[src/rtl/spi_ctrl_pkg.sv]
package spi_ctrl_pkg;

    typedef enum logic [2:0] {
        ST_IDLE,
        ST_SETUP,
        ST_ACTIVE,
        ST_IDLEHALF,
        ST_HOLDOFF
    } eng_state_t;

    localparam int A_DIV    = 0;
    localparam int A_MODE   = 1;
    localparam int A_CSSEL  = 2;
    localparam int A_CSMODE = 3;
    localparam int A_FMT    = 4;
    localparam int A_TXD    = 5;
    localparam int A_RXD    = 6;

    localparam logic [1:0] CSM_AUTO = 2'd0;
    localparam logic [1:0] CSM_HOLD = 2'd2;
    localparam logic [1:0] CSM_OFF  = 2'd3;

endpackage

[src/rtl/spi_fifo.sv]
module spi_fifo #(
    parameter int W     = 8,
    parameter int DEPTH = 8,
    localparam int PTR_W = (DEPTH > 1) ? $clog2(DEPTH) : 1,
    localparam int CNT_W = $clog2(DEPTH + 1)
) (
    input  logic             clk,
    input  logic             rst_n,
    input  logic             push,
    input  logic [W-1:0]     din,
    input  logic             pop,
    output logic [W-1:0]     dout,
    output logic             full,
    output logic             empty,
    output logic [CNT_W-1:0] count
);

    logic [W-1:0]     mem [DEPTH];
    logic [PTR_W-1:0] wr_ptr, rd_ptr;
    logic             do_push, do_pop;

    assign full    = (count == CNT_W'(DEPTH));
    assign empty   = (count == '0);
    assign do_push = push && !full;
    assign do_pop  = pop && !empty;
    assign dout    = mem[rd_ptr];

    always_ff @(posedge clk) begin
        if (do_push) mem[wr_ptr] <= din;
    end

    always_ff @(posedge clk or negedge rst_n) begin
        if (!rst_n) begin
            wr_ptr <= '0;
            rd_ptr <= '0;
            count  <= '0;
        end else begin
            if (do_push)
                wr_ptr <= (wr_ptr == PTR_W'(DEPTH - 1)) ? '0 : wr_ptr + 1'b1;
            if (do_pop)
                rd_ptr <= (rd_ptr == PTR_W'(DEPTH - 1)) ? '0 : rd_ptr + 1'b1;
            if (do_push && !do_pop)
                count <= count + 1'b1;
            else if (do_pop && !do_push)
                count <= count - 1'b1;
        end
    end

endmodule

[src/rtl/spi_shift_engine.sv]
module spi_shift_engine
    import spi_ctrl_pkg::*;
#(
    parameter int FRAME_W = 8,
    parameter int DIV_W   = 12,
    localparam int LEN_W  = $clog2(FRAME_W + 1)
) (
    input  logic               clk,
    input  logic               rst_n,
    input  logic [DIV_W-1:0]   div,
    input  logic               pol,
    input  logic               pha,
    input  logic               lsb_first,
    input  logic [LEN_W-1:0]   frame_len,
    input  logic               tx_valid,
    input  logic [FRAME_W-1:0] tx_data,
    input  logic               rx_room,
    input  logic               miso,
    output logic               tx_pop,
    output logic               rx_push,
    output logic [FRAME_W-1:0] rx_data,
    output logic               sck,
    output logic               mosi,
    output logic               busy
);

    eng_state_t         state_q, state_d;
    logic [DIV_W-1:0]   cnt_q;
    logic [LEN_W-1:0]   bits_q, len_q, len_eff;
    logic               lsb_q;
    logic [FRAME_W-1:0] tsh_q, rsh_q;
    logic               half_done, start, lead_edge, trail_edge;
    logic               do_sample, do_shift;

    assign len_eff = (frame_len == '0 || frame_len > LEN_W'(FRAME_W))
                     ? LEN_W'(FRAME_W) : frame_len;
    assign half_done  = (cnt_q == div);
    assign start      = (state_q == ST_IDLE) && tx_valid && rx_room;
    assign lead_edge  = half_done && (state_q == ST_SETUP || state_q == ST_IDLEHALF);
    assign trail_edge = half_done && (state_q == ST_ACTIVE);
    assign do_sample  = pha ? trail_edge : lead_edge;
    assign do_shift   = pha ? (lead_edge && state_q == ST_IDLEHALF)
                            : (trail_edge && bits_q != LEN_W'(1));

    // next-state
    always_comb begin
        state_d = state_q;
        unique case (state_q)
            ST_IDLE:     if (start)     state_d = ST_SETUP;
            ST_SETUP:    if (half_done) state_d = ST_ACTIVE;
            ST_ACTIVE:   if (half_done) state_d = (bits_q == LEN_W'(1)) ? ST_HOLDOFF
                                                                         : ST_IDLEHALF;
            ST_IDLEHALF: if (half_done) state_d = ST_ACTIVE;
            ST_HOLDOFF:  if (half_done) state_d = ST_IDLE;
            default:                    state_d = ST_IDLE;
        endcase
    end

    // state register and half-period counter
    always_ff @(posedge clk or negedge rst_n) begin
        if (!rst_n) begin
            state_q <= ST_IDLE;
            cnt_q   <= '0;
        end else begin
            state_q <= state_d;
            if (state_q == ST_IDLE || state_d != state_q || half_done)
                cnt_q <= '0;
            else
                cnt_q <= cnt_q + 1'b1;
        end
    end

    // shift datapath
    always_ff @(posedge clk or negedge rst_n) begin
        if (!rst_n) begin
            tsh_q  <= '0;
            rsh_q  <= '0;
            bits_q <= '0;
            len_q  <= LEN_W'(FRAME_W);
            lsb_q  <= 1'b0;
        end else if (start) begin
            tsh_q  <= lsb_first ? tx_data : (tx_data << (FRAME_W - int'(len_eff)));
            rsh_q  <= '0;
            bits_q <= len_eff;
            len_q  <= len_eff;
            lsb_q  <= lsb_first;
        end else begin
            if (do_sample)
                rsh_q <= lsb_q ? {miso, rsh_q[FRAME_W-1:1]} : {rsh_q[FRAME_W-2:0], miso};
            if (do_shift)
                tsh_q <= lsb_q ? (tsh_q >> 1) : (tsh_q << 1);
            if (trail_edge)
                bits_q <= bits_q - 1'b1;
        end
    end

    // outputs
    always_comb begin
        sck     = pol ^ (state_q == ST_ACTIVE);
        mosi    = lsb_q ? tsh_q[0] : tsh_q[FRAME_W-1];
        busy    = (state_q != ST_IDLE);
        tx_pop  = start;
        rx_push = half_done && (state_q == ST_HOLDOFF);
        rx_data = lsb_q ? (rsh_q >> (FRAME_W - int'(len_q))) : rsh_q;
    end

endmodule

[src/rtl/spi_master_ctrl.sv]
module spi_master_ctrl
    import spi_ctrl_pkg::*;
#(
    parameter int FRAME_W    = 8,
    parameter int DIV_W      = 12,
    parameter int NCS        = 4,
    parameter int FIFO_DEPTH = 8,
    parameter int ADDR_W     = 3,
    localparam int LEN_W     = $clog2(FRAME_W + 1),
    localparam int CSSEL_W   = (NCS > 1) ? $clog2(NCS) : 1,
    localparam int CNT_W     = $clog2(FIFO_DEPTH + 1)
) (
    input  logic              clk,
    input  logic              rst_n,
    input  logic [ADDR_W-1:0] reg_addr,
    input  logic              reg_wr,
    input  logic [31:0]       reg_wdata,
    input  logic              reg_rd,
    output logic [31:0]       reg_rdata,
    output logic              sck,
    output logic              mosi,
    output logic [NCS-1:0]    cs_n,
    input  logic              miso
);

    logic [DIV_W-1:0]   div_q;
    logic               pol_q, pha_q, lsb_q, held_q;
    logic [CSSEL_W-1:0] cssel_q;
    logic [1:0]         csmode_q, proto_q;
    logic [LEN_W-1:0]   len_q;

    logic               tx_push, tx_pop, tx_full, tx_empty;
    logic               rx_push, rx_pop, rx_full, rx_empty;
    logic [FRAME_W-1:0] tx_dout, rx_din, rx_dout;
    logic [CNT_W-1:0]   tx_cnt, rx_cnt;
    logic               eng_busy, cs_on;

    assign tx_push = reg_wr && (reg_addr == ADDR_W'(A_TXD));
    assign rx_pop  = reg_rd && (reg_addr == ADDR_W'(A_RXD));

    // configuration registers
    always_ff @(posedge clk or negedge rst_n) begin
        if (!rst_n) begin
            div_q    <= '0;
            pol_q    <= 1'b0;
            pha_q    <= 1'b0;
            cssel_q  <= '0;
            csmode_q <= CSM_AUTO;
            len_q    <= LEN_W'(FRAME_W);
            proto_q  <= '0;
            lsb_q    <= 1'b0;
        end else if (reg_wr) begin
            case (reg_addr)
                ADDR_W'(A_DIV):    div_q    <= reg_wdata[DIV_W-1:0];
                ADDR_W'(A_MODE):   {pha_q, pol_q} <= reg_wdata[1:0];
                ADDR_W'(A_CSSEL):  cssel_q  <= reg_wdata[CSSEL_W-1:0];
                ADDR_W'(A_CSMODE): csmode_q <= reg_wdata[1:0];
                ADDR_W'(A_FMT): begin
                    len_q   <= reg_wdata[LEN_W-1:0];
                    proto_q <= reg_wdata[5:4];
                    lsb_q   <= reg_wdata[6];
                end
                default: ;
            endcase
        end
    end

    // read mux
    always_comb begin
        reg_rdata = '0;
        case (reg_addr)
            ADDR_W'(A_DIV):    reg_rdata[DIV_W-1:0]   = div_q;
            ADDR_W'(A_MODE):   reg_rdata[1:0]         = {pha_q, pol_q};
            ADDR_W'(A_CSSEL):  reg_rdata[CSSEL_W-1:0] = cssel_q;
            ADDR_W'(A_CSMODE): reg_rdata[1:0]         = csmode_q;
            ADDR_W'(A_FMT): begin
                reg_rdata[LEN_W-1:0] = len_q;
                reg_rdata[5:4]       = proto_q;
                reg_rdata[6]         = lsb_q;
            end
            ADDR_W'(A_TXD):    reg_rdata[31] = tx_full;
            ADDR_W'(A_RXD): begin
                reg_rdata[31]          = rx_empty;
                reg_rdata[FRAME_W-1:0] = rx_dout;
            end
            default: ;
        endcase
    end

    spi_fifo #(.W(FRAME_W), .DEPTH(FIFO_DEPTH)) tx_fifo_i (
        .clk(clk), .rst_n(rst_n), .push(tx_push), .din(reg_wdata[FRAME_W-1:0]),
        .pop(tx_pop), .dout(tx_dout), .full(tx_full), .empty(tx_empty), .count(tx_cnt)
    );

    spi_fifo #(.W(FRAME_W), .DEPTH(FIFO_DEPTH)) rx_fifo_i (
        .clk(clk), .rst_n(rst_n), .push(rx_push), .din(rx_din),
        .pop(rx_pop), .dout(rx_dout), .full(rx_full), .empty(rx_empty), .count(rx_cnt)
    );

    spi_shift_engine #(.FRAME_W(FRAME_W), .DIV_W(DIV_W)) engine_i (
        .clk(clk), .rst_n(rst_n), .div(div_q), .pol(pol_q), .pha(pha_q),
        .lsb_first(lsb_q), .frame_len(len_q), .tx_valid(!tx_empty), .tx_data(tx_dout),
        .rx_room(!rx_full), .miso(miso), .tx_pop(tx_pop), .rx_push(rx_push),
        .rx_data(rx_din), .sck(sck), .mosi(mosi), .busy(eng_busy)
    );

    // chip-select hold tracking
    always_ff @(posedge clk or negedge rst_n) begin
        if (!rst_n)
            held_q <= 1'b0;
        else if (csmode_q != CSM_HOLD)
            held_q <= 1'b0;
        else if (tx_pop)
            held_q <= 1'b1;
    end

    assign cs_on = (csmode_q != CSM_OFF) &&
                   (eng_busy || (csmode_q == CSM_HOLD && held_q));

    for (genvar i = 0; i < NCS; i++) begin : g_cs
        assign cs_n[i] = !(cs_on && cssel_q == CSSEL_W'(i));
    end

endmodule

[config.mk]
export PLATFORM = sky130hd
export DESIGN_NAME = spi_master_ctrl
export DESIGN_NICKNAME = d
export VERILOG_FILES = /design/src/rtl/spi_ctrl_pkg.sv /design/src/rtl/spi_fifo.sv /design/src/rtl/spi_shift_engine.sv /design/src/rtl/spi_master_ctrl.sv
export SDC_FILE = /design/constraint.sdc
export NUM_CORES = 1
export LEC_CHECK = 0
export BUFFER_PORTS_ARGS = -buffer_cell sky130_fd_sc_hd__buf_4
export CAP_MARGIN = 20
export CORE_ASPECT_RATIO = 0.7
export CORE_MARGIN = 3
export CORE_UTILIZATION = 49
export CTS_CLUSTER_DIAMETER = 200
export DETAILED_ROUTE_END_ITERATION = 16
export PLACE_DENSITY = 0.77
export SYNTH_ARGS = -nofsm -noshare
export SYNTH_HDL_FRONTEND = slang
export SYNTH_SLANG_ARGS = --single-unit
[constraint.sdc]
create_clock -name clk -period 8.74 [get_ports clk]
set_clock_uncertainty 0.2 [all_clocks]
set_input_delay 0.874 -clock clk [delete_from_list [all_inputs] [get_ports clk]]
set_output_delay 0.874 -clock clk [all_outputs]
set_load 0.005 [all_outputs]
==> summary.md <==
| Metric | Value |
|---|---|
| Post-DR vias/cell | `5.791` |
| Psw | `1.096 mW` |
| Syn_area_per_cell | `12.76 um2` |
| Cell variety after synth | `69` |
| Largest family of logic cells by synthesized area | `multiplexers` |
| Core ar. | `20340 um2` |
| Area growth, synth to finish | `11.28%` |
| Synth Area in Adders | `2.665%` |
| H-tree lvl count | `1` |
| Post-synth EDFFs | `128` |
| Wire per inst | `19.47 um` |
| Ys async rst share | `40.19%` |
| Post-Syn Area | `10420 um2` |
| Placed Area | `10850 um2` |
| Post-Syn Instances | `817` |
| Post-synthesis mux area share | `14.24%` |
| Final WL | `22040 um` |
| Cts repair resizes | `0` |
| Post-route setup slack | `5.099 ns` |
| Max-Cap Viols | `0` |
| 1st-iter DRT viols | `584` |
| Initial antenna violation count | `0` |
| Clock transition at path regs | `0.06 ns` |
| Sink Count | `214` |
| Comb pwr share | `29.5%` |
| CTS Hold Bufs | `0` |
| Commonest cells post-synth | `edfxtp_1, dfrtp_1, nand2_1` |
| # DRC | `0` |
| Final std cells w/o fill | `1132` |
| Yosys top cell area share | `36.87%` |
| Die Ht | `128.0 um` |
| CP Class | `register to primary output` |
| Power per standard cell area | `288.2 nW/um2` |
| Grt total ovfl | `0` |
| Max FO, Critical Path | `14` |
| CP endpoint kind | `primary output` |
| Relative slew slack | `32.35%` |
| Clock root buffer | `clkbuf_16` |
| Yosys warning count | `0` |
| Pint | `2.247 mW` |
| Setup TNS | `0 ns` |
| CTS Buf Count | `21` |
| Crit-path leading delay family | `multiplexers` |
| Top-count cell post-synth | `edfxtp_1` |
| RSZ-0062 raised after global routing | `false` |
| Yosys top cell by area | `edfxtp_1` |
| Part of the power in the clock network | `27.9%` |
| CTS tree | `done` |
| Crit path required time | `7.67 ns` |
| # IOs | `78` |
| Flop pwr share | `42.7%` |
| Startpoint types | `register` |
| Post-Synth XOR/XNOR Area | `3.193%` |
| Worst-Margin Slew | `1.004 ns` |
| Pin count of the biggest net entering global routing | `46` |
| Final Max Slew Viols | `0` |
| Total track usage | `19.54%` |
| First-pass detailed-route iteration total | `5` |
| Min Tclk post-route | `3.641 ns` |
| Post-DP HPWL | `15380 um` |
| Fin. Hold Viols | `0` |
| Crit path arrival time | `2.57 ns` |
| Worst skew pair latency | `0.50 ns` |
| Post-route ant nets | `0` |
| FF+latch count, synth | `214` |
| Port bufs | `38` |
| Crit path largest cell delay | `0.56 ns` |
| Vias in the first global route | `6543` |
| DIE AREA | `23090 um2` |
| Starting Density | `51.26%` |
| Fin crit share | `41.65%` |
| Gpl congestion | `0.8459` |
| Fraction of layout cells with a size suffix above 1 | `18.21%` |
| CTS max path bufs | `3` |
| Dpl cells | `1093` |
| Die width | `180.3 um` |
| First-pass GRT wire length | `36210 um` |
| Pre-CTS WS | `5.179 ns` |
| Fin nets | `909` |
| Hold Crit Class | `input port to asynchronous set/reset pin` |
| FP Rows | `43` |
| Sequential fraction of the synthesis area | `57.54%` |
| Synth Area in Compound Gates | `7.406%` |
| Max frequency | `274.7 MHz` |
| Synth area leaders | `edfxtp_1, dfrtp_1, mux2_2` |
| Slowest-stage cell, CP | `dfrtp_1` |
| Leak pwr | `4.467 nW` |
| Post-route cell area | `11600 um2` |
| Worst VDD drop | `0.0001335 V` |
| # setup viols final | `0` |
| Diodes inserted | `0` |
| Worst path bufs/invs | `2` |
| # Post-CTS Setup Buffers | `0` |
| CP Cell Sequence | `buf_16, mux4_2, mux2_2, nand2_1, o221ai_1, buf_4` |
| Via count | `6555` |
| Synth Area in Simple Gates | `10.88%` |
| Outcome | `completed` |
| Sw Ratio | `32.79%` |
| Top_reg_cell synth | `edfxtp_1` |
[worst reg2reg max path: cells and delay by family (launching register included)]
family | cells | cell delay [ns]
AOI/OAI and AO/OA | 2 | 0.35
xor gates and xnor gates | 3 | 0.48
adders and majority gates | 2 | 0.51
buffers and inverters | 1 | 0.09
DFF | 1 | 0.40
and+or+nand+nor | 4 | 1.45
[path summary, 6_finish.rpt]
kind / from / end / slack, ns / cells past startpoint
max: rx_fifo_i.rd_ptr[0] / reg_rdata[1] / 5.10 / 6
min in group clk: csmode_q[0] / held_q / 0.30 / 1
min reg2reg: csmode_q[0] / held_q / 0.30 / 1
max reg2reg: div_q[11] / rx_fifo_i.count[3] / 5.16 / 12
max in group asynchronous: rst_n / engine_i.tsh_q[5] / 7.14 / 2
min: rst_n / rx_fifo_i.wr_ptr[2] / 0.17 / 1
[flip-flops by register name, indices dropped and copies added, names as in the netlist, 4 cells and up]
signal,cells
engine_i.rsh_q,8
engine_i.cnt_q,12
engine_i.tsh_q,8
rx_fifo_i.mem,64
div_q,12
engine_i.len_q,4
rx_fifo_i.count,4
tx_fifo_i.mem,64
tx_fifo_i.count,4
len_q,4
engine_i.bits_q,4
[cell type report]
cell class              instances  area, um2
clock buffers                  23      533.0
clock inverters                14      177.7
fillers                      1626       8737
inverters                      25      93.84
multi-input cells             538       4079
flip-flops and latches        214       5998
well taps                     270      337.8
repair buffers                 48      380.4
[power groups by stage]
stage / clock [mW] / sequential [mW] / combinational [mW]
after floorplan: 0 / 1.36 / 0.797
after global placement: 0 / 1.44 / 0.928
after detailed placement: 0 / 1.45 / 0.954
after CTS: 0.948 / 1.43 / 0.964
after global routing: 0.994 / 1.45 / 1.09
final: 0.932 / 1.43 / 0.985
[kinds of logic (layout without fill, tap and decap cells)]
family | after synthesis | count (layout)
simple gates | 229 | 229
flops | 214 | 214
mux | 116 | 116
compound gates | 115 | 115
buf+inv | 83 | 110
xor+xnor | 38 | 38
fa+ha+maj | 21 | 21
other cells | 1 | 19
[stage by stage]
step | hold WS, ns | utilization, % | total power, mW
floorplan | 0.2411 | - | 2.153
global placement | 0.2724 | 53.33 | 2.370
detailed placement | 0.2890 | 53.33 | 2.403
CTS | 0.1812 | 56.83 | 3.343
global route | 0.2012 | 57.04 | 3.540
finish | 0.1709 | 57.04 | 3.343
[metal layers]
metal,vias up,part of all wire (%),GRT usage (%),wire length [um]
met1,3218,47,30.42,10450
li1,3035,-,-,-
met3,47,7.2,3.176,1580
met4,0,3.0,5.819,656
met2,255,42,28.32,9351
met5,-,0,0,0
[placed cells by master, fill, tap and decap left out, drive strengths merged, types with 24 or more instances in the layout]
master	n
dfrtp	84
mux2i	47
o21ai	27
nor2	58
clkbuf	24
mux2	48
edfxtp	128
nand2	63
buf	47
inv	26
xnor2	27
(Power assumes the default switching activity.)
